[config.mk]
export PLATFORM = sky130hd
export DESIGN_NAME = pw_cmd_tx
export DESIGN_NICKNAME = d
export VERILOG_FILES = /design/src/rtl/pw_tx_pkg.sv /design/src/rtl/pw_slot_timer.sv /design/src/rtl/pw_frame_shifter.sv /design/src/rtl/pw_slot_encoder.sv /design/src/rtl/pw_cmd_tx.sv
export SDC_FILE = /design/constraint.sdc
export NUM_CORES = 1
export LEC_CHECK = 0
export BUFFER_PORTS_ARGS = -buffer_cell sky130_fd_sc_hd__buf_2
export CAP_MARGIN = 20
export CORE_MARGIN = 1
export CORE_UTILIZATION = 50
export CTS_BUF_LIST = sky130_fd_sc_hd__clkbuf_16
export CTS_CLUSTER_DIAMETER = 50
export CTS_CLUSTER_SIZE = 10
export DETAILED_ROUTE_END_ITERATION = 8
export GPL_ROUTABILITY_DRIVEN = 0
export PLACE_DENSITY = 0.7
export REMOVE_ABC_BUFFERS = 1
export SYNTH_ARGS = -nofsm -noshare
export SYNTH_HDL_FRONTEND = slang
export SYNTH_SLANG_ARGS = --single-unit
[constraint.sdc]
create_clock -name clk -period 2 [get_ports clk]
set_input_delay 0.1 -clock clk [delete_from_list [all_inputs] [get_ports clk]]
set_output_delay 0.1 -clock clk [all_outputs]
set_load 0.02 [all_outputs]
[src/rtl/pw_tx_pkg.sv]
// Package: shared types for the pulse-width command transmitter.
// Assumes: slot order inside a bit is lead, data, tail.
package pw_tx_pkg;
    typedef enum logic [1:0] {
        SLOT_LEAD = 2'd0,
        SLOT_DATA = 2'd1,
        SLOT_TAIL = 2'd2
    } slot_e;

    typedef enum logic {
        ST_IDLE = 1'b0,
        ST_SEND = 1'b1
    } tx_state_e;
endpackage

[src/rtl/pw_slot_timer.sv]
// Module: pw_slot_timer
// Counts clocks while enabled and emits a one-cycle tick on the last
// cycle of each slot. Assumes SLOT_CYCLES >= 2. It restarts at zero
// whenever it is disabled.
module pw_slot_timer #(
    parameter int SLOT_CYCLES = 27
) (
    input  logic clk,
    input  logic rst_n,
    input  logic en,
    output logic tick
);
    localparam int CW = (SLOT_CYCLES > 2) ? $clog2(SLOT_CYCLES) : 1;
    localparam logic [CW-1:0] LAST = CW'(SLOT_CYCLES - 1);

    logic [CW-1:0] cnt;

    // Slot cycle counter: wraps at the end of each slot, held at zero when idle.
    always_ff @(posedge clk) begin
        if (!rst_n || !en) begin
            cnt <= '0;
        end else if (cnt == LAST) begin
            cnt <= '0;
        end else begin
            cnt <= cnt + 1'b1;
        end
    end

    assign tick = en && (cnt == LAST);
endmodule

[src/rtl/pw_frame_shifter.sv]
// Module: pw_frame_shifter
// Holds the frame (command plus the appended stop bit) and shifts it left
// one place on each bit advance, so the bit being sent is always the MSB.
// Assumes load and advance never occur in the same cycle.
module pw_frame_shifter #(
    parameter int CMD_W = 8
) (
    input  logic             clk,
    input  logic             rst_n,
    input  logic             load,
    input  logic             advance,
    input  logic [CMD_W-1:0] cmd,
    output logic             cur_bit
);
    localparam int FW = CMD_W + 1;

    logic [FW-1:0] frame_q;

    // Frame register: load the command with its stop marker, then shift MSB first.
    always_ff @(posedge clk) begin
        if (!rst_n) begin
            frame_q <= '0;
        end else if (load) begin
            frame_q <= {cmd, 1'b1};
        end else if (advance) begin
            frame_q <= {frame_q[FW-2:0], 1'b0};
        end
    end

    assign cur_bit = frame_q[FW-1];
endmodule

[src/rtl/pw_slot_encoder.sv]
// Module: pw_slot_encoder
// Maps the current slot and data bit to the open-drain enable.
// The wire is low in the lead slot, equals the data in the data slot,
// and is high in the tail slot. High means released, never driven.
module pw_slot_encoder
    import pw_tx_pkg::*;
(
    input  slot_e slot,
    input  logic  active,
    input  logic  data_bit,
    output logic  line_oe
);
    logic level;

    // Wire level for the current slot.
    always_comb begin
        case (slot)
            SLOT_LEAD: level = 1'b0;
            SLOT_DATA: level = data_bit;
            default:   level = 1'b1;
        endcase
    end

    assign line_oe = active && !level;
endmodule

[src/rtl/pw_cmd_tx.sv]
// Module: pw_cmd_tx (top)
// Sends one CMD_W-bit command followed by a stop bit of 1 over an
// open-drain wire. Each bit is three slots of SLOT_CYCLES clocks.
// A start request while busy is ignored. A one-cycle done pulse follows
// the last slot. Assumes an external pull-up on the wire.
module pw_cmd_tx
    import pw_tx_pkg::*;
#(
    parameter int CMD_W       = 8,
    parameter int SLOT_CYCLES = 27
) (
    input  logic             clk,
    input  logic             rst_n,
    input  logic             start,
    input  logic [CMD_W-1:0] cmd,
    output logic             line_oe,
    output logic             busy,
    output logic             done
);
    localparam int FRAME_BITS = CMD_W + 1;
    localparam int BW         = $clog2(FRAME_BITS);
    localparam logic [BW-1:0] LAST_BIT = BW'(FRAME_BITS - 1);

    tx_state_e     state;
    slot_e         slot;
    logic [BW-1:0] bit_idx;
    logic          tick;
    logic          load;
    logic          advance;
    logic          cur_bit;

    assign busy    = (state == ST_SEND);
    assign load    = (state == ST_IDLE) && start;
    assign advance = tick && (slot == SLOT_TAIL);

    // Sequencer: step the slots inside a bit and the bits inside a frame.
    always_ff @(posedge clk) begin
        if (!rst_n) begin
            state   <= ST_IDLE;
            slot    <= SLOT_LEAD;
            bit_idx <= '0;
            done    <= 1'b0;
        end else begin
            done <= 1'b0;
            case (state)
                ST_IDLE: begin
                    if (start) begin
                        state   <= ST_SEND;
                        slot    <= SLOT_LEAD;
                        bit_idx <= '0;
                    end
                end
                default: begin
                    if (tick) begin
                        case (slot)
                            SLOT_LEAD: slot <= SLOT_DATA;
                            SLOT_DATA: slot <= SLOT_TAIL;
                            default: begin
                                slot <= SLOT_LEAD;
                                if (bit_idx == LAST_BIT) begin
                                    state <= ST_IDLE;
                                    done  <= 1'b1;
                                end else begin
                                    bit_idx <= bit_idx + 1'b1;
                                end
                            end
                        endcase
                    end
                end
            endcase
        end
    end

    pw_slot_timer #(.SLOT_CYCLES(SLOT_CYCLES)) u_timer (
        .clk  (clk),
        .rst_n(rst_n),
        .en   (busy),
        .tick (tick)
    );

    pw_frame_shifter #(.CMD_W(CMD_W)) u_shift (
        .clk    (clk),
        .rst_n  (rst_n),
        .load   (load),
        .advance(advance),
        .cmd    (cmd),
        .cur_bit(cur_bit)
    );

    pw_slot_encoder u_enc (
        .slot    (slot),
        .active  (busy),
        .data_bit(cur_bit),
        .line_oe (line_oe)
    );
endmodule

== Yosys cells after proc, flatten, opt, wreduce, memory -nomap -nowiden ==
Index checks and enable logic that the tools add are counted.
W data, S select, Z words.
Storage, ports and cells
  register bits after elaboration: 22
  latch bits: 0
  bits in writable memories: 0
  memory bits (read-only): 0
  output and inout bits: 3
  word-level logic and storage cells: 52
  memories: 0
Operators by class
  $add $sub $neg: 2
  $mul: 0
  divide/modulo/power cells: 0
  $lt $le $gt $ge: 0
  equal/unequal tests: 7
  shifts and indexed selects: 0
  multiplexer cells: 18
  bitwise logic cells: 3
  reduce and logical (&&, ||, !) cells: 16
Operators with widths (number)
  $mux W4: 5
  $mux W9: 2
  $mux W1: 6
  $mux W2: 3
  $add A5 B1 Y5 const B: 1
  $eq A5 B5 Y1 const B: 1
  $reduce_or A5 Y1: 1
  $add A4 B1 Y4 const B: 1
  $eq A4 B4 Y1 const B: 1
  $logic_and A1 B1 Y1: 4
  $ne A2 B2 Y1 const B: 2
  $pmux W2 S2: 1
  $reduce_and A4 Y1: 1
  $reduce_bool A2 Y1: 2
  $reduce_or A2 Y1: 2
  $logic_not A1 Y1: 3
  $not A1 Y1: 3
  $eq A2 B1 Y1 const B: 1
  $eq A2 B2 Y1 const B: 1
  $logic_not A2 Y1: 1
  $ne A2 B1 Y1 const B: 1
  $pmux W1 S2: 1
  $reduce_and A2 Y1: 1
  $logic_or A1 B1 Y1: 1

== Longest topological paths before layout ==
Gate-level depths: netlist of the first run.
  depth in word-level cells: 5
  mapped depth: 8
  mapped depth without buffers: 6

== By module ==
From an unflattened synthesis of the first run, not the netlist that was laid out.
Unflattened totals
  cells, all modules: 112
  area, all modules: 1137.3 sq um
Modules (own cells, without submodules)
  pw_frame_shifter: instances 1, cells an instance 38, area an instance 466.7 sq um, sequential area each 180.2 sq um
  pw_cmd_tx: instances 1, cells an instance 50, area an instance 422.9 sq um, sequential area each 160.2 sq um
  pw_slot_timer: instances 1, cells an instance 22, area an instance 231.5 sq um, sequential area each 100.1 sq um
  pw_slot_encoder: instances 1, cells an instance 2, area an instance 16.3 sq um, sequential area each 0.0 sq um

== Worst setup path before layout of the first run ==
No wires, ideal clock.
  path type: reg-to-reg
  from: reg u_timer.cnt[0]
  to: reg u_shift.frame_q[3]
  arrival time: 1.459 ns
  path slack: 0.400 ns
  stages on the path, launching flop included: 9
  buffers on the path: 2
  cell sequence: dfxtp_1 inv_1 ha_1 and4b_1 buf_6 a41o_4 buf_8 nor2_2 a311oi_2
Between the ends
  word-level cells in the longest chain between the ends: 4
RTL lines
  from (decl): RTL line pw_slot_timer.sv:16  | logic [CW-1:0] cnt;
  from (signal assigned): RTL line pw_slot_timer.sv:25  | cnt <= cnt + 1'b1;
  $eq A5 B5 Y1: RTL line pw_slot_timer.sv:29  | assign tick = en && (cnt == LAST);
  $logic_and A1 B1 Y1: RTL line pw_slot_timer.sv:29
  $logic_and A1 B1 Y1: RTL line pw_cmd_tx.sv:34  | assign advance = tick && (slot == SLOT_TAIL);
  $reduce_bool A2 Y1 (no source line)
  to (signal assigned): RTL line pw_frame_shifter.sv:24  | frame_q <= {cmd, 1'b1};
  to (signal assigned): RTL line pw_frame_shifter.sv:26  | frame_q <= {frame_q[FW-2:0], 1'b0};
  to (decl): RTL line pw_frame_shifter.sv:17  | logic [FW-1:0] frame_q;
Every way passes these cells.
A chain may end at the register's enable or synchronous reset.

== Final worst setup path of the first run ==
  from: reg u_timer.cnt[0]
  to: reg bit_idx[3]
Between the ends
  word-level cells in the longest chain between the ends: 4
RTL lines
  $eq A5 B5 Y1: RTL line pw_slot_timer.sv:29
  $logic_and A1 B1 Y1: RTL line pw_slot_timer.sv:29
  $ne A2 B1 Y1 (no source line)
  $reduce_and A4 Y1 (no source line)
  to (signal assigned): RTL line pw_cmd_tx.sv:64  | bit_idx <= bit_idx + 1'b1;
  to (decl): RTL line pw_cmd_tx.sv:26  | logic [BW-1:0] bit_idx;
Every way passes these cells.

==> results of run 1 <==
placed cells by master (no fill, tap or decap):
| cell | synthesis | final |
|---|---|---|
| mux2i_1 | 2 | 2 |
| ha_1 | 4 | 4 |
| or4_1 | 1 | 1 |
| a21oi_1 | 3 | 3 |
| or3_1 | 2 | 2 |
| nand3_1 | 6 | 6 |
| dfxtp_1 | 22 | 22 |
| nor2_1 | 15 | 15 |
| o2111ai_1 | 1 | 1 |
| nand4_4 | 1 | 1 |
| xnor2_1 | 1 | 1 |
| or3_2 | 1 | 1 |
| nor2_2 | 2 | 2 |
| nand3b_1 | 1 | 1 |
| clkbuf_16 | 0 | 3 |
| xor2_1 | 2 | 2 |
| o221ai_1 | 1 | 1 |
| nand2_1 | 24 | 24 |
| a41o_4 | 1 | 1 |
| o21ai_0 | 3 | 3 |
| o22ai_1 | 1 | 1 |
| nor2b_1 | 1 | 1 |
| a211oi_1 | 1 | 1 |
| bufinv_16 | 0 | 1 |
| buf_4 | 0 | 1 |
| and4b_1 | 1 | 1 |
| a311oi_2 | 8 | 8 |
| buf_2 | 1 | 13 |
| inv_1 | 6 | 6 |
| nand4b_1 | 1 | 1 |
| and2_1 | 1 | 1 |
state kept, by name (all words and copies together) (netlist names):
register and count:
u_shift.frame_q 9, done 1, slot 2, u_timer.cnt 5
busy 1, bit_idx 4
stage by stage:
stage	power [mW]	instance area (sq um)
6_report	1.12	1250
3_5_place_dp	0.575	1140
4_1_cts	1.13	1250
3_3_place_gp	0.573	1140
5_1_grt	1.16	1250
2_1_floorplan	0.544	1040
worst max-delay path: stages, from the launching register on:
cell and delay, ps:
dfxtp_1 330, inv_1 60, ha_1 130, and4b_1 360
nand4_4 170, or4_1 500, o221ai_1 80
layer usage:
layer / vias to the layer above / GRT usage (%) / share of wire [%]
li1: 437 / - / -
met1: 389 / 21.3 / 48
met3: 5 / 5.61 / 4.8
met4: 0 / 8.82 / 1.9
met5: - / 0 / 0
met2: 23 / 30.6 / 45
logic make-up after synthesis:
group	Yosys count
simple gates	57
mux	2
xor+xnor	3
flops	22
fa+ha+maj	4
compound gates	19
buf+inv	13
worst max-delay path by stage:
stage | startpoint | endpoint | slack, ps | cells after the start
4_1_cts | u_timer.cnt[0]$_SDFF_PP0_ | bit_idx[3]$_SDFFE_PN0P_ | 270 | 6
2_1_floorplan | u_timer.cnt[0]$_SDFF_PP0_ | bit_idx[3]$_SDFFE_PN0P_ | 400 | 6
6_report | u_timer.cnt[0]$_SDFF_PP0_ | bit_idx[3]$_SDFFE_PN0P_ | 260 | 6
3_5_place_dp | u_timer.cnt[0]$_SDFF_PP0_ | bit_idx[3]$_SDFFE_PN0P_ | 280 | 6
5_1_grt | u_timer.cnt[0]$_SDFF_PP0_ | bit_idx[3]$_SDFFE_PN0P_ | 140 | 6
3_3_place_gp | u_timer.cnt[0]$_SDFF_PP0_ | bit_idx[3]$_SDFFE_PN0P_ | 350 | 6
final cells by class:
| cell class | count | area, sq um |
|---|---|---|
| clock inverter | 1 | 30.0 |
| inverter | 6 | 22.5 |
| tap | 27 | 33.8 |
| timing repair buffer | 14 | 72.6 |
| sequential | 22 | 440 |
| fill | 184 | 772 |
| clock buffer | 3 | 75.1 |
| multi-input combinational | 85 | 576 |
power by group:
part	internal, mW	total [mW]	switching [mW]
Combinational	0.0387	0.0952	0.0565
Sequential	0.456	0.469	0.0134
Clock	0.397	0.556	0.159
==> key figures, run 1 <==
Yosys
  – Simple-gate area share of the yosys netlist: 25.0%
  – Mapped cell area: 0.00110 sq mm
  – Top FF cell, synth: dfxtp_1
  – Synth Register Bits: 22
  – Compound-Gate Fraction of Synth Area: 18.3%
  – Synth area leader: dfxtp_1
  – Synth cell types: 33
  – Mux cell area share after synthesis: between 1.5 and 2%
  – Async SR Flop Fraction: 0%
  – Post-Syn Area per Cell: about 9.2 sq um
  – Post-synth EDFFs: 0
  – Top cells by count, synth: nand2_1, dfxtp_1, nor2_1
  – Yosys top cell area share: between 30% and 40%
  – Adder and majority gate portion of the synthesized area: 4.53%
  – Synth warn: 0
  – Sequential cell area fraction in the yosys report: 39.9%
  – XOR/XNOR share of the synthesized area: 2.38%
  – Main combinational cell family by area after synthesis: simple AND/OR/NAND/NOR gates
  – Synth area leaders: dfxtp_1, a311oi_2, nand2_1
  – Most numerous cell in the Yosys netlist: nand2_1
  – Cell count after synthesis: 120

Hold path
  – Hold-critical path endpoint: u_shift.frame_q[5]$_SDFFE_PN0P_
  – Hold path startpoint: cmd[4]
  – Hold Path Stages: 3
  – Hold Crit Class: input pin to flop

Floorplan
  – Chip Height: 49.0 um
  – IO Count: 14
  – Die ar.: 0.00240 sq mm
  – Initial Util: 54.6%
  – Die width: 49.0 um
  – Core area: 0.00202 sq mm
  – Rows: 16

Timing
  – Worst slew pin tran: 556 ps
  – Post-layout min period: 1740 ps
  – RSZ-0062 raised after global routing: no
  – Slew Viols, Final: 0
  – Final setup vio count: 0
  – Max Freq: 576 MHz
  – Final Hold Violating Endpoints: 0
  – Slew margin rel.: 62.9%
  – Final WS setup: 264 ps
  – Hold slack: 124 ps
  – Setup_tns: 0 ps
  – Fin crit share: 86.8%
  – Clk_skew: 6.50 ps

Drt
  – Initial DRC count: 9
  – TritonRoute pass-1 iters: 4
  – Final ANT Viol Nets: 0
  – DR WL/cell: 11.9 um
  – Mean number of vias per cell: 5.41
  – Total DRC errors in the routed layout: 0
  – WL final: approximately 1900 um
  – Via count: 854

Global route
  – Global-route wire length before repair: 3310 um
  – Largest net degree at the start of global routing: 17
  – Vias in the first global route: between 700 and 800
  – Global route total overflow: 0
  – Initial antenna violation count: 0
  – Tot GR Track Use: 18.3%

Setup path
  – R2R cell count: 6
  – Crit start category: flop
  – R2r endpoint: bit_idx[3]$_SDFFE_PN0P_
  – Crit path DAT: 1910 ps
  – Crit Path Class: flop to flop
  – Worst-path fanout max: 6
  – R2R Setup Slk: 260 ps
  – Setup crit end kind: flop
  – Required time worst endpoint: 2170 ps
  – Reg-to-reg startpoint: u_timer.cnt[0]$_SDFF_PP0_

Power and ir drop
  – Leakage: 0.486 nW
  – Maximum vdd drop: 651 uV
  – Pwr Density: 896 mW/mm^2

Cells and area
  – Non-filler cells, final: around 160
  – Antenna diode instance count: 0
  – Final net count: 147
  – Final core occ: about three fifths
  – Area grow syn2layout: 13.1%
  – Share of cells above drive strength 1: 23.7%

Clock tree
  – CTS H-tree depth: 1
  – CTS tree: built
  – Post-CTS Resized: 0
  – Clk root buf: clkbuf_16
  – Clock buffer depth: 2
  – Skew-Pair Late Insertion Delay: 260 ps
  – Clock slew at reported path FFs: 60 ps
  – CTS Sinks: 22
  – Setup Fix Bufs, Post-CTS: 0
  – Hold buffers post-CTS: 0
  – Num CTS Buffers: 3

Place
  – Final HPWL DP: 1330 um
  – Dpl ws: 284 ps
  – Buffers added on ports: 13
  – Placed cell count: 154

Flow run
  – Max_cap viols: 0

Status
  – Status: finished clean
No activity file was read; power rests on OpenSTA's default activity.
==> run 2: changes to the inputs <==
--- a/config.mk
+++ b/config.mk
@@ -8,13 +8,12 @@
 export BUFFER_PORTS_ARGS = -buffer_cell sky130_fd_sc_hd__buf_2
 export CAP_MARGIN = 20
 export CORE_MARGIN = 1
-export CORE_UTILIZATION = 50
+export CORE_UTILIZATION = 25
 export CTS_BUF_LIST = sky130_fd_sc_hd__clkbuf_16
 export CTS_CLUSTER_DIAMETER = 50
 export CTS_CLUSTER_SIZE = 10
 export DETAILED_ROUTE_END_ITERATION = 8
 export GPL_ROUTABILITY_DRIVEN = 0
-export PLACE_DENSITY = 0.7
 export REMOVE_ABC_BUFFERS = 1
 export SYNTH_ARGS = -nofsm -noshare
 export SYNTH_HDL_FRONTEND = slang
==> run 2 against run 1 <==
  * Count of clock-buffer cells in the layout stayed put
  * Power increased by 0.75%
  * Sequential power about the same
  * Clock skew is 3.3 ps lower
  * Combinational power grew 2%
  * Design area up 2.9%
==> key figures, run 2 (synthesized netlist as in run 1, its figures left out) <==
Drt
  – TritonRoute pass-1 iters: 4
  – Via count: 835
  – Mean number of vias per cell: 4.59
  – Final ANT Viol Nets: 0
  – WL final: 2040 um
  – Initial DRC count: 26
  – DR WL/cell: 11.2 um
  – Total DRC errors in the routed layout: 0

Cells and area
  – Area of the multi-input gates: 576 sq um
  – Largest regs: u_shift.frame_q: 9 flops, u_timer.cnt: 5 flops, bit_idx: 4 flops
  – Fill count: 433
  – Commonest non-fill, non-tap cells in the layout: nand2_1, dfxtp_1, nor2_1, buf_2, a311oi_2
  – Antenna diode instance count: 0
  – Area grow syn2layout: 16.4%
  – Register area: 440 sq um
  – Final net count: 148
  – Max FFs per register: 9
  – Share of cells above drive strength 1: between 20 and 25%
  – Fin area: between 0.001 and 0.0015 sq mm
  – Register with the most flip-flops: u_shift.frame_q
  – Most common cell after layout, fill and taps aside: nand2_1
  – Non-filler cells, final: ~180

Global route
  – Vias in the first global route: 796
  – Tot GR Track Use: 10.2%
  – Largest net degree at the start of global routing: 17
  – Initial antenna violation count: 0
  – Global-route wire length before repair: 3530 um
  – Global route total overflow: 0

Setup path
  – Cells along the critical path: inv_1 > ha_1 > and4b_1 > nand4_4 > or4_1 > o221ai_1
  – R2R Setup Slk: 290 ps
  – Bufs and invs on worst path: 1
  – Top delay family on crit path: simple AND/OR/NAND/NOR gates
  – Setup crit end kind: flop
  – Critical Path Max Stage Delay: 490 ps
  – R2r endpoint: bit_idx[3]$_SDFFE_PN0P_
  – R2R cell count: 6
  – Crit path DAT: 1890 ps
  – Reg-to-reg startpoint: u_timer.cnt[0]$_SDFF_PP0_
  – Crit path max-delay cell type: or4_1
  – Crit Path Class: flop to flop
  – Crit start category: flop
  – Required time worst endpoint: 2180 ps
  – Worst-path fanout max: 6

Place
  – Final HPWL DP: about 1500 um
  – Placed inst area: 0.00118 sq mm
  – Buffers added on ports: 13
  – Placed cell count: between 150 and 200
  – Dpl ws: roughly 310 ps

Clock tree
  – Hold buffers post-CTS: 0
  – Post-CTS Resized: 0
  – CTS Sinks: 22
  – CTS tree: built
  – Clock buffer depth: 2
  – Skew-Pair Late Insertion Delay: approximately 260 ps
  – Clock slew at reported path FFs: 60 ps
  – Num CTS Buffers: 3
  – Clk root buf: clkbuf_16
  – Setup Fix Bufs, Post-CTS: 0
  – CTS H-tree depth: 1

Power and ir drop
  – Total power: 1.13 mW
  – Maximum vdd drop: 313 uV
  – Pwr Density: 878 mW/mm^2
  – Leakage: between 0.4 and 0.5 nW

Timing
  – RSZ-0062 raised after global routing: no
  – Final Hold Violating Endpoints: 0
  – Slew margin rel.: ~73%
  – Max Freq: slightly below 600 MHz
  – Fin crit share: 85.5%
  – Final WS setup: 290 ps
  – Final setup vio count: 0
  – Clk_skew: roughly 3.2 ps
  – Post-layout min period: 1710 ps
  – Slew Viols, Final: 0
  – Setup_tns: 0 ps
  – Worst slew pin tran: slightly above 400 ps

Floorplan
  – Rows: 23
  – Chip Height: 68.5 um
  – IO Count: 14
  – Core area: between 0.004 and 0.005 sq mm
  – Initial Util: 26.8%
  – Die width: 68.5 um
  – Die ar.: 0.00469 sq mm

Status
  – Status: finished clean

Hold path
  – Hold Crit Class: input pin to flop
  – Hold-critical path endpoint: u_shift.frame_q[7]$_SDFFE_PN0P_
  – Hold path startpoint: cmd[6]
  – Hold Path Stages: 3

Flow run
  – Max_cap viols: 0
-- run 2: cell count changes in the layout (fill, tap and decap cells not counted), sizes merged --
cell / before / now
buf: 14 / 15
-- run 2: area by class of cell --
class,instances,area share (%)
Multi-Input combinational cell,85,44.7
Clock buffer,3,5.84
Clock inverter,1,2.33
Timing Repair Buffer,15,6.23
Sequential cell,22,34.2
Inverter,6,1.75
Tap cell,50,4.86
-- run 2: report_power, final --
group	internal, mW	leakage [nW]	switching (mW)
Sequential	0.456	0.180	0.0138
Clock	0.398	0.0511	0.165
Combinational	0.0400	0.260	0.0568
Total	0.893	0.490	0.236
-- run 2: per-layer routing --
metal / up-vias / wire length (um) / GRT usage (%)
met5: - / 0 / 0
met4: 0 / 55 / 6.25
met3: 5 / 56 / 2.00
met2: 11 / 907 / 16.1
met1: 375 / 1020 / 12.7
li1: 444 / - / -
-- run 2: per-stage QoR --
| stage | hold WS, ps | utilization, % |
|---|---|---|
| after floorplan | 222 | - |
| after global placement | 391 | 28.7 |
| after detailed placement | 397 | 28.7 |
| after CTS | 123 | 31.3 |
| after global routing | 132 | 31.3 |
| final | 125 | 31.3 |
-- run 2: worst max-delay path by stage --
| stage | startpoint | end | slack [ps] | cells after the start |
|---|---|---|---|---|
| final | u_timer.cnt[0]$_SDFF_PP0_ | bit_idx[3]$_SDFFE_PN0P_ | 290 | 6 |
| after floorplan | u_timer.cnt[0]$_SDFF_PP0_ | bit_idx[3]$_SDFFE_PN0P_ | 400 | 6 |
| after global placement | u_timer.cnt[0]$_SDFF_PP0_ | bit_idx[3]$_SDFFE_PN0P_ | 330 | 6 |
| after detailed placement | u_timer.cnt[0]$_SDFF_PP0_ | bit_idx[3]$_SDFFE_PN0P_ | 310 | 6 |
| after global routing | u_timer.cnt[0]$_SDFF_PP0_ | bit_idx[3]$_SDFFE_PN0P_ | 110 | 6 |
| after CTS | u_timer.cnt[0]$_SDFF_PP0_ | bit_idx[3]$_SDFFE_PN0P_ | 290 | 6 |
-- run 2: worst min-delay path: cells and delay by family --
kind            cells  cell delay [ps]
compound gates      1               80
simple gates        1               60
buf+inv             1               90
==> run 3: changes to the inputs <==
--- a/config.mk
+++ b/config.mk
@@ -14,6 +14,7 @@
 export CTS_CLUSTER_SIZE = 10
 export DETAILED_ROUTE_END_ITERATION = 8
 export GPL_ROUTABILITY_DRIVEN = 0
+export HOLD_SLACK_MARGIN = 0.15
 export REMOVE_ABC_BUFFERS = 1
 export SYNTH_ARGS = -nofsm -noshare
 export SYNTH_HDL_FRONTEND = slang
==> run 3 against run 2 <==
  * Highest routed layer unchanged
  * First-iteration DRC count is 7.7% higher
  * Power is 1.1% higher
  * Sequential share of layout area is 2.2 points lower
  * Clock power hardly changed
  * Setup slack better by 6.2 ps
==> key figures, run 3 (synthesized netlist as in run 1, its figures left out) <==
Clock tree
  – CTS Sinks: 22
  – CTS H-tree depth: 1
  – Skew-Pair Late Insertion Delay: 260 ps
  – Setup Fix Bufs, Post-CTS: 0
  – Clock slew at reported path FFs: 60 ps
  – Num CTS Buffers: 3
  – Clock buffer depth: 2
  – Clk root buf: clkbuf_16
  – CTS tree: built

Drt
  – DR WL/cell: 10.7 um
  – Total DRC errors in the routed layout: 0
  – Final ANT Viol Nets: 0
  – TritonRoute pass-1 iters: 2
  – Mean number of vias per cell: 4.55
  – Initial DRC count: 28
  – Via count: between 800 and 900
  – WL final: just over 2000 um

Power and ir drop
  – Switching share of power: 20.7%
  – Clk pwr share: 49.2%
  – Sw Pwr: 0.237 mW
  – Comb pwr share: between 9 and 10%
  – Leakage: approximately 0.53 nW
  – Int Pwr: 0.905 mW
  – Total power: 1.14 mW
  – Maximum vdd drop: ~320 uV
  – Pwr Density: 829 mW/mm^2
  – Seq pwr share: 41.2%

Timing
  – Final Hold Violating Endpoints: 0
  – Slew margin rel.: 73.1%
  – RSZ-0062 raised after global routing: no
  – Final setup vio count: 0
  – Post-layout min period: 1700 ps
  – Max Freq: 587 MHz
  – Clk_skew: 3.61 ps
  – Slew Viols, Final: 0
  – Worst slew pin tran: 403 ps
  – Fin crit share: 85.2%
  – Setup_tns: 0 ps
  – Final WS setup: 296 ps

Cells and area
  – Commonest non-fill, non-tap cells in the layout: nand2_1, dfxtp_1, nor2_1, buf_2, dlygate4sd3_1
  – Final net count: 157
  – Antenna diode instance count: 0
  – Register with the most flip-flops: u_shift.frame_q
  – Max FFs per register: 9
  – Area grow syn2layout: 24.6%
  – Share of cells above drive strength 1: 22.7%
  – Fin area: 0.00138 sq mm
  – Largest regs: u_shift.frame_q: 9 flops, u_timer.cnt: 5 flops, bit_idx: 4 flops
  – Most common cell after layout, fill and taps aside: nand2_1
  – Non-filler cells, final: 191

Status
  – Status: finished clean

Floorplan
  – Core area: 0.00412 sq mm
  – Chip Height: between 60 and 70 um
  – Initial Util: 26.8%
  – Die width: 68.5 um
  – IO Count: 14
  – Die ar.: 0.00469 sq mm
  – Rows: 23

Setup path
  – Required time worst endpoint: 2180 ps
  – Worst-path fanout max: 6
  – Crit Path Class: flop to flop
  – Crit start category: flop
  – Crit path DAT: 1880 ps
  – Setup crit end kind: flop

Global route
  – Tot GR Track Use: 10.4%
  – Largest net degree at the start of global routing: 17
  – Global-route wire length before repair: 3590 um
  – Vias in the first global route: roughly 820
  – Global route total overflow: 0
  – Initial antenna violation count: 0

Hold path
  – Hold Crit Class: input pin to flop

Place
  – Placed inst area: 0.00118 sq mm
  – Buffers added on ports: 13
  – Placed cell count: 178
  – Dpl ws: 308 ps
  – Final HPWL DP: 1460 um

Flow run
  – Max_cap viols: 0
run 3: cell type report:
cell class	instances	area, sq um
Sequential cell	22	440
Tap cell	50	62.6
Clock buffer	3	75.1
Clock inverter	1	30.0
Multi-Input combinational cell	85	576
Inverter	6	22.5
Fill cell	425	2740
Timing Repair Buffer	24	170
run 3: metrics by stage:
stage | util [%] | hold WS [ps]
3_3_place_gp | 28.7 | 391
2_1_floorplan | - | 222
5_1_grt | 33.4 | 169
6_report | 33.4 | 155
3_5_place_dp | 28.7 | 397
4_1_cts | 33.4 | 153
run 3: worst paths after layout:
| check | cells after the start | start | to | slack [ps] |
|---|---|---|---|---|
| worst min register to register | 1 | u_timer.cnt[0]$_SDFF_PP0_ | u_timer.cnt[0]$_SDFF_PP0_ | 460 |
| worst max register to register | 6 | u_timer.cnt[0]$_SDFF_PP0_ | bit_idx[3]$_SDFFE_PN0P_ | 300 |
| worst max-delay path | 6 | u_timer.cnt[0]$_SDFF_PP0_ | bit_idx[3]$_SDFFE_PN0P_ | 300 |
| worst min-delay path | 3 | rst_n | busy$_SDFF_PN0_ | 150 |
run 3: timing repair:
| action | 4_1_cts | 5_1_grt |
|---|---|---|
| resized for setup | 0 | 0 |
| hold endpoints to repair | 9 | 0 |
| hold buffers | 9 | 0 |
run 3: power groups by stage:
stage / clock network [mW] / logic [mW] / registers [mW]
floorplan: 0 / 0.0661 / 0.478
global placement: 0 / 0.0975 / 0.479
detailed placement: 0 / 0.0986 / 0.479
CTS: 0.574 / 0.112 / 0.469
global route: 0.592 / 0.124 / 0.471
finish: 0.561 / 0.110 / 0.470
run 3: metal layers:
| layer | track usage, % | up-vias | share of wire [%] |
|---|---|---|---|
| met5 | 0 | - | 0 |
| met2 | 16.2 | 11 | 44 |
| met1 | 13.0 | 392 | 51 |
| met4 | 6.25 | 0 | 2.7 |
| li1 | - | 462 | - |
| met3 | 2.00 | 5 | 2.4 |
run 3: critical path: stages (launching register included):
cell and delay [ps]:
dfxtp_1 330, inv_1 60, ha_1 130, and4b_1 370, nand4_4 170, or4_1 490, o221ai_1 80
